===== src/rtl/sba_pkg.sv =====
package sba_pkg;
    localparam int BYTE_W  = 8;
    localparam int OFF_W   = $clog2(BYTE_W);
    localparam int HIST_N  = 4;
    localparam logic [BYTE_W-1:0] FRAME_HI = 8'hF6;
    localparam logic [BYTE_W-1:0] FRAME_LO = 8'h28;

    typedef enum logic [1:0] {
        ST_IDLE = 2'd0,
        ST_HUNT = 2'd1,
        ST_LOCK = 2'd2
    } sba_state_t;
endpackage


===== src/rtl/sba_match.sv =====
module sba_match
    import sba_pkg::*;
#(
    parameter int W = BYTE_W
) (
    input  logic [5*W-1:0] stream,
    input  logic           wide,
    output logic [W-1:0]   hit
);
    localparam int TOP = 5*W-1;

    for (genvar k = 0; k < W; k++) begin : g_off
        logic [W-1:0] b0, b1, b2, b3;
        logic         short_ok, long_ok;

        assign b0 = stream[TOP-k     -: W];
        assign b1 = stream[TOP-k-W   -: W];
        assign b2 = stream[TOP-k-2*W -: W];
        assign b3 = stream[TOP-k-3*W -: W];

        assign short_ok = (b0 == FRAME_HI) && (b1 == FRAME_LO);
        assign long_ok  = (b0 == FRAME_HI) && (b1 == FRAME_HI) &&
                          (b2 == FRAME_LO) && (b3 == FRAME_LO);
        assign hit[k]   = wide ? long_ok : short_ok;
    end
endmodule


===== src/rtl/sba_shift.sv =====
module sba_shift
    import sba_pkg::*;
#(
    parameter int W  = BYTE_W,
    parameter int OW = $clog2(W)
) (
    input  logic [W-1:0]  older,
    input  logic [W-1:0]  newer,
    input  logic [OW-1:0] off,
    output logic [W-1:0]  win
);
    logic [2*W-1:0] pair;

    assign pair = {older, newer};
    assign win  = pair[2*W-1-int'(off) -: W];
endmodule


===== src/rtl/sba_ctrl.sv =====
module sba_ctrl
    import sba_pkg::*;
#(
    parameter int W  = BYTE_W,
    parameter int OW = $clog2(W)
) (
    input  logic          clk,
    input  logic          rst,
    input  logic          arm,
    input  logic [W-1:0]  hit,
    output logic [OW-1:0] off_sel,
    output logic          sync_o,
    output logic          pat_o
);
    sba_state_t    state, state_n;
    logic [OW-1:0] off_q;
    logic          sync_n, pat_n;
    logic [OW-1:0] low_off;

    always_comb begin
        low_off = '0;
        for (int i = W-1; i >= 0; i--) begin
            if (hit[i]) low_off = OW'(i);
        end
    end

    always_comb begin
        state_n = state;
        off_sel = off_q;
        sync_n  = 1'b0;
        pat_n   = 1'b0;
        unique case (state)
            ST_IDLE: ;
            ST_HUNT: begin
                if (|hit) begin
                    off_sel = low_off;
                    sync_n  = 1'b1;
                    pat_n   = 1'b1;
                    state_n = ST_LOCK;
                end
            end
            ST_LOCK: begin
                if (hit[off_q]) pat_n = 1'b1;
            end
            default: state_n = ST_IDLE;
        endcase
        if (arm) state_n = ST_HUNT;
    end

    always_ff @(posedge clk) begin
        if (rst) begin
            state <= ST_IDLE;
            off_q <= '0;
        end else begin
            state <= state_n;
            off_q <= off_sel;
        end
    end

    always_ff @(posedge clk) begin
        if (rst) begin
            sync_o <= 1'b0;
            pat_o  <= 1'b0;
        end else begin
            sync_o <= sync_n;
            pat_o  <= pat_n;
        end
    end


    sync_with_pat_chk: assert property (@(posedge clk) disable iff (rst)
        sync_o |-> pat_o);


    off_moves_only_on_sync_chk: assert property (@(posedge clk) disable iff (rst)
        !$stable(off_q) |-> sync_o);


    arm_enters_hunt_chk: assert property (@(posedge clk) disable iff (rst)
        arm |=> (state == ST_HUNT));


    idle_is_silent_chk: assert property (@(posedge clk) disable iff (rst)
        (state == ST_IDLE) |=> !pat_o);
endmodule


===== src/rtl/sonet_byte_aligner.sv =====
module sonet_byte_aligner
    import sba_pkg::*;
(
    input  logic       clk,
    input  logic       rst,
    input  logic [7:0] din,
    input  logic       wide_sel,
    input  logic       align_en,
    output logic [7:0] dout,
    output logic       sync_pulse,
    output logic       pat_pulse
);
    localparam int W  = BYTE_W;
    localparam int OW = OFF_W;
    localparam int HN = HIST_N;

    logic [W-1:0]   hist [HN];
    logic [5*W-1:0] stream;
    logic [W-1:0]   hit;
    logic [OW-1:0]  off_sel;
    logic [W-1:0]   win;
    logic           en_q;
    logic           arm;

    always_ff @(posedge clk) begin
        if (rst) begin
            for (int i = 0; i < HN; i++) hist[i] <= '0;
        end else begin
            hist[0] <= din;
            for (int i = 1; i < HN; i++) hist[i] <= hist[i-1];
        end
    end

    assign stream = {hist[3], hist[2], hist[1], hist[0], din};

    always_ff @(posedge clk) begin
        if (rst) en_q <= 1'b1;
        else     en_q <= align_en;
    end

    assign arm = align_en & ~en_q;

    sba_match #(.W(W)) u_match (
        .stream (stream),
        .wide   (wide_sel),
        .hit    (hit)
    );

    sba_ctrl #(.W(W), .OW(OW)) u_ctrl (
        .clk     (clk),
        .rst     (rst),
        .arm     (arm),
        .hit     (hit),
        .off_sel (off_sel),
        .sync_o  (sync_pulse),
        .pat_o   (pat_pulse)
    );

    sba_shift #(.W(W), .OW(OW)) u_shift (
        .older (hist[3]),
        .newer (hist[2]),
        .off   (off_sel),
        .win   (win)
    );

    always_ff @(posedge clk) begin
        if (rst) dout <= '0;
        else     dout <= win;
    end


    reset_quiet_chk: assert property (@(posedge clk)
        $past(rst) |-> (dout == 8'h00 && !sync_pulse && !pat_pulse));
endmodule


===== config.mk =====
export PLATFORM = sky130hd
export DESIGN_NAME = sonet_byte_aligner
export DESIGN_NICKNAME = d
export VERILOG_FILES = /design/src/rtl/sba_pkg.sv /design/src/rtl/sba_match.sv /design/src/rtl/sba_shift.sv /design/src/rtl/sba_ctrl.sv /design/src/rtl/sonet_byte_aligner.sv
export SDC_FILE = /design/constraint.sdc
export NUM_CORES = 1
export LEC_CHECK = 0
export BUFFER_PORTS_ARGS = -buffer_cell sky130_fd_sc_hd__buf_2
export CAP_MARGIN = 30
export CORE_UTILIZATION = 25
export DETAILED_ROUTE_END_ITERATION = 16
export PLACE_DENSITY = 0.5
export SLEW_MARGIN = 5
export SYNTH_ARGS = -nofsm -noshare
export SYNTH_HDL_FRONTEND = slang
export SYNTH_SLANG_ARGS = --single-unit
export TNS_END_PERCENT = 30

===== constraint.sdc =====
create_clock -name clk -period 4.3 [get_ports clk]
set_clock_uncertainty 0.1 [all_clocks]
set_input_delay 0.215 -clock clk [delete_from_list [all_inputs] [get_ports clk]]
set_output_delay 0.215 -clock clk [all_outputs]
set_load 0.03 [all_outputs]

* Word level (Yosys, flattened, before mapping)
Memories as Yosys holds them, arrays and structs flattened.
Index checks and enable logic that the tools add are counted.
** Word-level totals
- Memories kept :: 1
- Input bits :: 12
- RAM bits :: 32
- Logic and storage cells :: 136
- Output and inout port bits :: 10
- Register bits :: 16
** Operators by class
- Shifts and indexed selects :: 1
- Equality and inequality tests :: 45
- Reduce and logical (&&, ||, !) cells :: 39
- Bitwise logic cells :: 8
- Multiplexer cells :: 33
- $lt $le $gt $ge :: 1
- Add/sub/neg operators :: 1
** Memory list
- hist :: words 4, bits a word 8, read ports 4, clocked after memory_dff 0, wr ports 4, RTL line sonet_byte_aligner.sv:17 : logic [W-1:0] hist [HN];
** Operator list (count)
- equality test 8 x 6 -> 1 bit, second input constant :: 24
- equality test 8 bit, second input constant :: 16
- logical AND 1 bit :: 32
- two-way mux 8 bit :: 4
- variable part select 23 x 32 -> 8 bit :: 1
- two-way mux 3 bit :: 10
- two-way mux 1 bit :: 15
- OR reduction 8 bit :: 1
- OR reduction 2 bit :: 3
- subtractor 4 x 3 -> 5 bit, first input constant :: 1
- < comparator 3 x 4 -> 1 bit, second input constant :: 1
- inequality test 2 x 1 -> 1 bit, second input constant :: 2
- OR 1 bit :: 4
- one-hot mux 2 bit (2 select lines) :: 1
- AND reduction 2 bit :: 2
- binary-select mux 1 bit (select 3 bit) :: 1
- inequality test 3 x 2 -> 1 bit, second input constant :: 1
- NOT 1 bit :: 3
- equality test 2 x 1 -> 1 bit, second input constant :: 1
- equality test 2 bit, second input constant :: 1
- logical NOT 2 bit :: 1
- two-way mux 2 bit :: 1
- one-hot mux 1 bit (2 select lines) :: 1
- bitwise AND 1 bit :: 1

* Longest topological paths before layout
An unclocked memory read counts as a cell.
- Depth after elaboration :: 18
- Gate-level depth with buffers :: 12
- Gate-level depth less buffers :: 10

* Modules after synthesis
A second synthesis with hierarchy kept.
** Unflattened totals
- Cells, all modules :: 286
- Area total of the unflattened synthesis :: 2657.5 µm²
** Modules (own cells, without submodules)
- sonet_byte_aligner :: area an instance 1109.8 µm², instances 1, seq. area each 820.8 µm², cells each 87
- sba_match :: area an instance 708.2 µm², instances 1, seq. area each 0.0 µm², cells each 102
- sba_ctrl :: area an instance 465.4 µm², instances 1, seq. area each 140.1 µm², cells each 53
- sba_shift :: area an instance 374.1 µm², instances 1, seq. area each 0.0 µm², cells each 44

* Worst setup path before layout
OpenSTA, ideal clock, no wires.
- Kind :: register to register
- Start :: memory hist[2][3] (netlist name)
- End :: register dout[5]
- Required time :: 4.078 ns
- Library setup time :: 0.122 ns
- Arrival :: 2.723 ns
- Period minus slack after synthesis :: 2.945 ns
- Cell stages (with the launch flop) :: 12
- Path slack :: 1.355 ns
- Buffers on the path :: 1
- Path through :: dfxtp_1 -> or4b_1 -> or4b_1 -> o41ai_1 -> a22oi_2 -> o2111ai_2 -> nor2_1 -> o2bb2ai_4 -> buf_6 -> mux2i_1 -> o22ai_1 -> a221o_1
** RTL lines
- start, declared :: RTL line sonet_byte_aligner.sv:17
- end signal, assigned :: RTL line sonet_byte_aligner.sv:68 : else dout <= win;
- end, declared :: RTL line sonet_byte_aligner.sv:9 : output logic [7:0] dout,

==> results.toml <==
[status]
status = "finished, final reports clean"

[logic_synthesis]
syn_nets = 327
synthFlopType = "dfxtp_1"
post_synth.cell_area_avg_um2 = 8.58
synth_common_cells = "dfxtp_1, nor2b_1, nor2_1, nand2_1"
yosysSeqAreaShare_pct = 35.9
synth-edff-count = 0
ys_types = 51
yosysTopAreaCellShare_pct = 35.9
syn_area_um2 = 2680
synth-seq-cells = 48
ys_warn_count = 0
ys_async_sr_fraction_pct = 0
synth.area.top_cells = "dfxtp_1, nor2b_1, nor2_1, a22oi_1, nand2_1"
synth.most_common_cell = "dfxtp_1"
yosys.area.top_type = "dfxtp_1"
syn_inst = 312

[global_routing]
grt_pass1_wl_mm = 11.8
met2_usage_pct = 20.3
grt_max_degree = 42
use_met3_pct = 2.72
grtUsageTotal_pct = 13.3
grt_pass1_vias = 2308
grt-ovfl-total = 0
met1_usage_pct = 18.8
antenna_found_initial = 0
gr-max-usage-layer = "met2"

[pwr]
power_density_nw_per_um2 = 271
p_sw_share_pct = 26.0
p_int_w = 0.000596
irDropWorstVdd_v = 0.000129
p_seq_share_pct = 59.1
switchingPower_w = 0.000209
clockPowerShare_pct = 34.0
leakagePower_nw = 1.02
p_comb_share_pct = 6.8

[floorplan]
fp.dieArea_um2 = 11100
core_um2 = 10400
io_pins = 22
fp.dieH_um = 105
std_cell_rows = 37
initial_core_util_pct = 25.8
die_x_um = 105

[sta]
finalCriticalPeriod_ns = 3.74
relSlewSlack_pct = 52.6
drv_slew = 0
rsz0062_at_grt = "no"
worst_slack_ns = 0.558
tightest_slew_ns = 0.711
hold_violations = 0
tns_ns = 0
period_share_pct = 87.0
max_freq_mhz = 267
setup_viol = 0

[clock_tree]
clk_pin_slew_ns = 0.09
ctsResizeCount = 0
cts_hold_buf = 0
cts_sinks = 48
cts_setup_buffers = 0
h-tree-depth = 2
cts_tree = "done"
cts_inserted_buffers = 5
clockBufferDepth = 2
insertion_delay_ns = 0.30
clockRootBuffer = "clkbuf_8"

[critical_path]
cp-start-kind = "register"
critPathMaxStageDelay_ns = 0.59
crit_arrival_ns = 3.84
path_cells = "nand4b_1 -> or4_1 -> nor4_1 -> a22oi_1 -> nand4_1 -> nor2_1 -> o2bb2ai_4 -> mux2_2 -> a221o_1"
critPathRequiredTime_ns = 4.40
worst_path_max_delay_cell = "dfxtp_1"
worstSetupEndpointType = "register"
worstPathMaxFanout = 16
setup.worst_path.class = "register to register"

[place]
dp_hpwl_mm = 5.26
io_buffers = 21
routabilityCongestion = 0.950
place_worst_setup_slack_ns = 0.618

[hold_path]
hold_class = "primary input to register"

[detailed_routing]
vias_per_cell = 5.21
remaining_drc_errors = 0
postRouteAntennaNets = 0
drt_first_pass_iters = 4
first_iter_violations = 227
num_vias = 2400
wire_per_inst_um = 15.4
wl_mm = 7.11

[final_layout]
syn_to_final_growth_pct = 11.0
drive_above_1_share_pct = 13.2
final_nets = 339
num_antenna_cells = 0

[job]
cap_violations = 0
registers in the layout, indices dropped and copies added (netlist names):
name           cells
dout               8
u_ctrl.state       2
u_ctrl.off_q       3
en_q               1
u_ctrl.sync_o      1
hist              32
u_ctrl.pat_o       1
per-stage QoR:
stage                     instances  hold slack (ns)  area, µm²  utilization [%]  power [W]
final                           461          0.00968       2970             28.6   0.000805
after CTS                       461          0.00743       2970             28.6   0.000814
after detailed placement        453            0.321       2880             27.8   0.000541
after global routing            461          0.00849       2970             28.6   0.000841
after global placement          453            0.319       2880             27.8   0.000542
after floorplan                 312            0.222       2680                -   0.000519
area by class of cell:
| class | instances | area [µm²] |
|---|---|---|
| Multi-Input combinational cell | 236 | 1600 |
| Sequential cell | 48 | 961 |
| Fill cell | 1123 | 7400 |
| Clock inverter | 2 | 16.3 |
| Tap cell | 136 | 170 |
| Clock buffer | 6 | 72.6 |
| Inverter | 11 | 41.3 |
| Timing Repair Buffer | 22 | 113 |
power by group through the flow:
stage / combinational [W] / sequential, W / clock, W
after CTS: 0.0000553 / 0.000476 / 0.000283
after floorplan: 0.0000431 / 0.000476 / 0
final: 0.0000550 / 0.000476 / 0.000274
after global placement: 0.0000553 / 0.000487 / 0
after detailed placement: 0.0000550 / 0.000486 / 0
after global routing: 0.0000611 / 0.000479 / 0.000301
worst max-delay path, delay by kind of cell (launching register included):
| kind | cells | cell delay [ns] |
|---|---|---|
| flip-flops | 1 | 0.59 |
| AO/OA/AOI/OAI | 3 | 0.91 |
| multiplexers | 1 | 0.44 |
| AND/OR/NAND/NOR | 5 | 1.58 |
per-layer routing:
metal / wire (µm) / share of wire, % / vias to the layer above
li1: - / - / 1179
met3: 423 / 6.0 / 8
met5: 0 / 0 / -
met1: 3440 / 48 / 1131
met4: 98 / 1.4 / 0
met2: 3140 / 44 / 82
cells by family (layout without fill, tap and decap cells):
family                   count (synthesis)  after routing  share of synthesized area (%)
AO/OA/AOI/OAI                           52             52                           15.0
flip-flops                              48             48                           35.9
AND/OR/NAND/NOR                        167            167                           37.1
adder cells (fa/ha/maj)                  3              3                           1.40
buffers and inverters                   28             41                           4.44
multiplexers                            14             14                           6.22
worst paths after layout:
path | from | end | slack, ns | cells past startpoint
min | align_en | en_q | 0.01 | 2
max reg2reg | hist[2][1] | dout[5] | 0.56 | 9
min reg2reg | hist[1][0] | hist[2][0] | 0.40 | 1
max | hist[2][1] | dout[5] | 0.56 | 9
placed cells by master (no fill, tap or decap), types with 2 or more instances in the layout:
| cell type | n |
|---|---|
| buf_2 | 21 |
| nor2_1 | 24 |
| nand4_1 | 13 |
| o21ai_0 | 10 |
| or4_1 | 2 |
| o211ai_1 | 3 |
| o41ai_1 | 3 |
| nor3b_1 | 4 |
| o21bai_1 | 2 |
| dfxtp_1 | 48 |
| nor4_1 | 4 |
| clkbuf_8 | 5 |
| and4b_1 | 3 |
| and3_1 | 2 |
| nand4b_1 | 7 |
| or4b_1 | 4 |
| inv_1 | 11 |
| nor4b_1 | 6 |
| nand3_1 | 13 |
| a31oi_1 | 2 |
| o31ai_1 | 4 |
| mux2i_1 | 5 |
| ha_1 | 3 |
| and2_1 | 2 |
| nand2b_1 | 5 |
| a21oi_1 | 6 |
| nand2_1 | 22 |
| nor2b_1 | 36 |
| nor3_1 | 8 |
| nor4bb_1 | 5 |
| mux2_2 | 7 |
| or3_1 | 4 |
| a22oi_1 | 11 |
(Power assumes the default switching activity.)
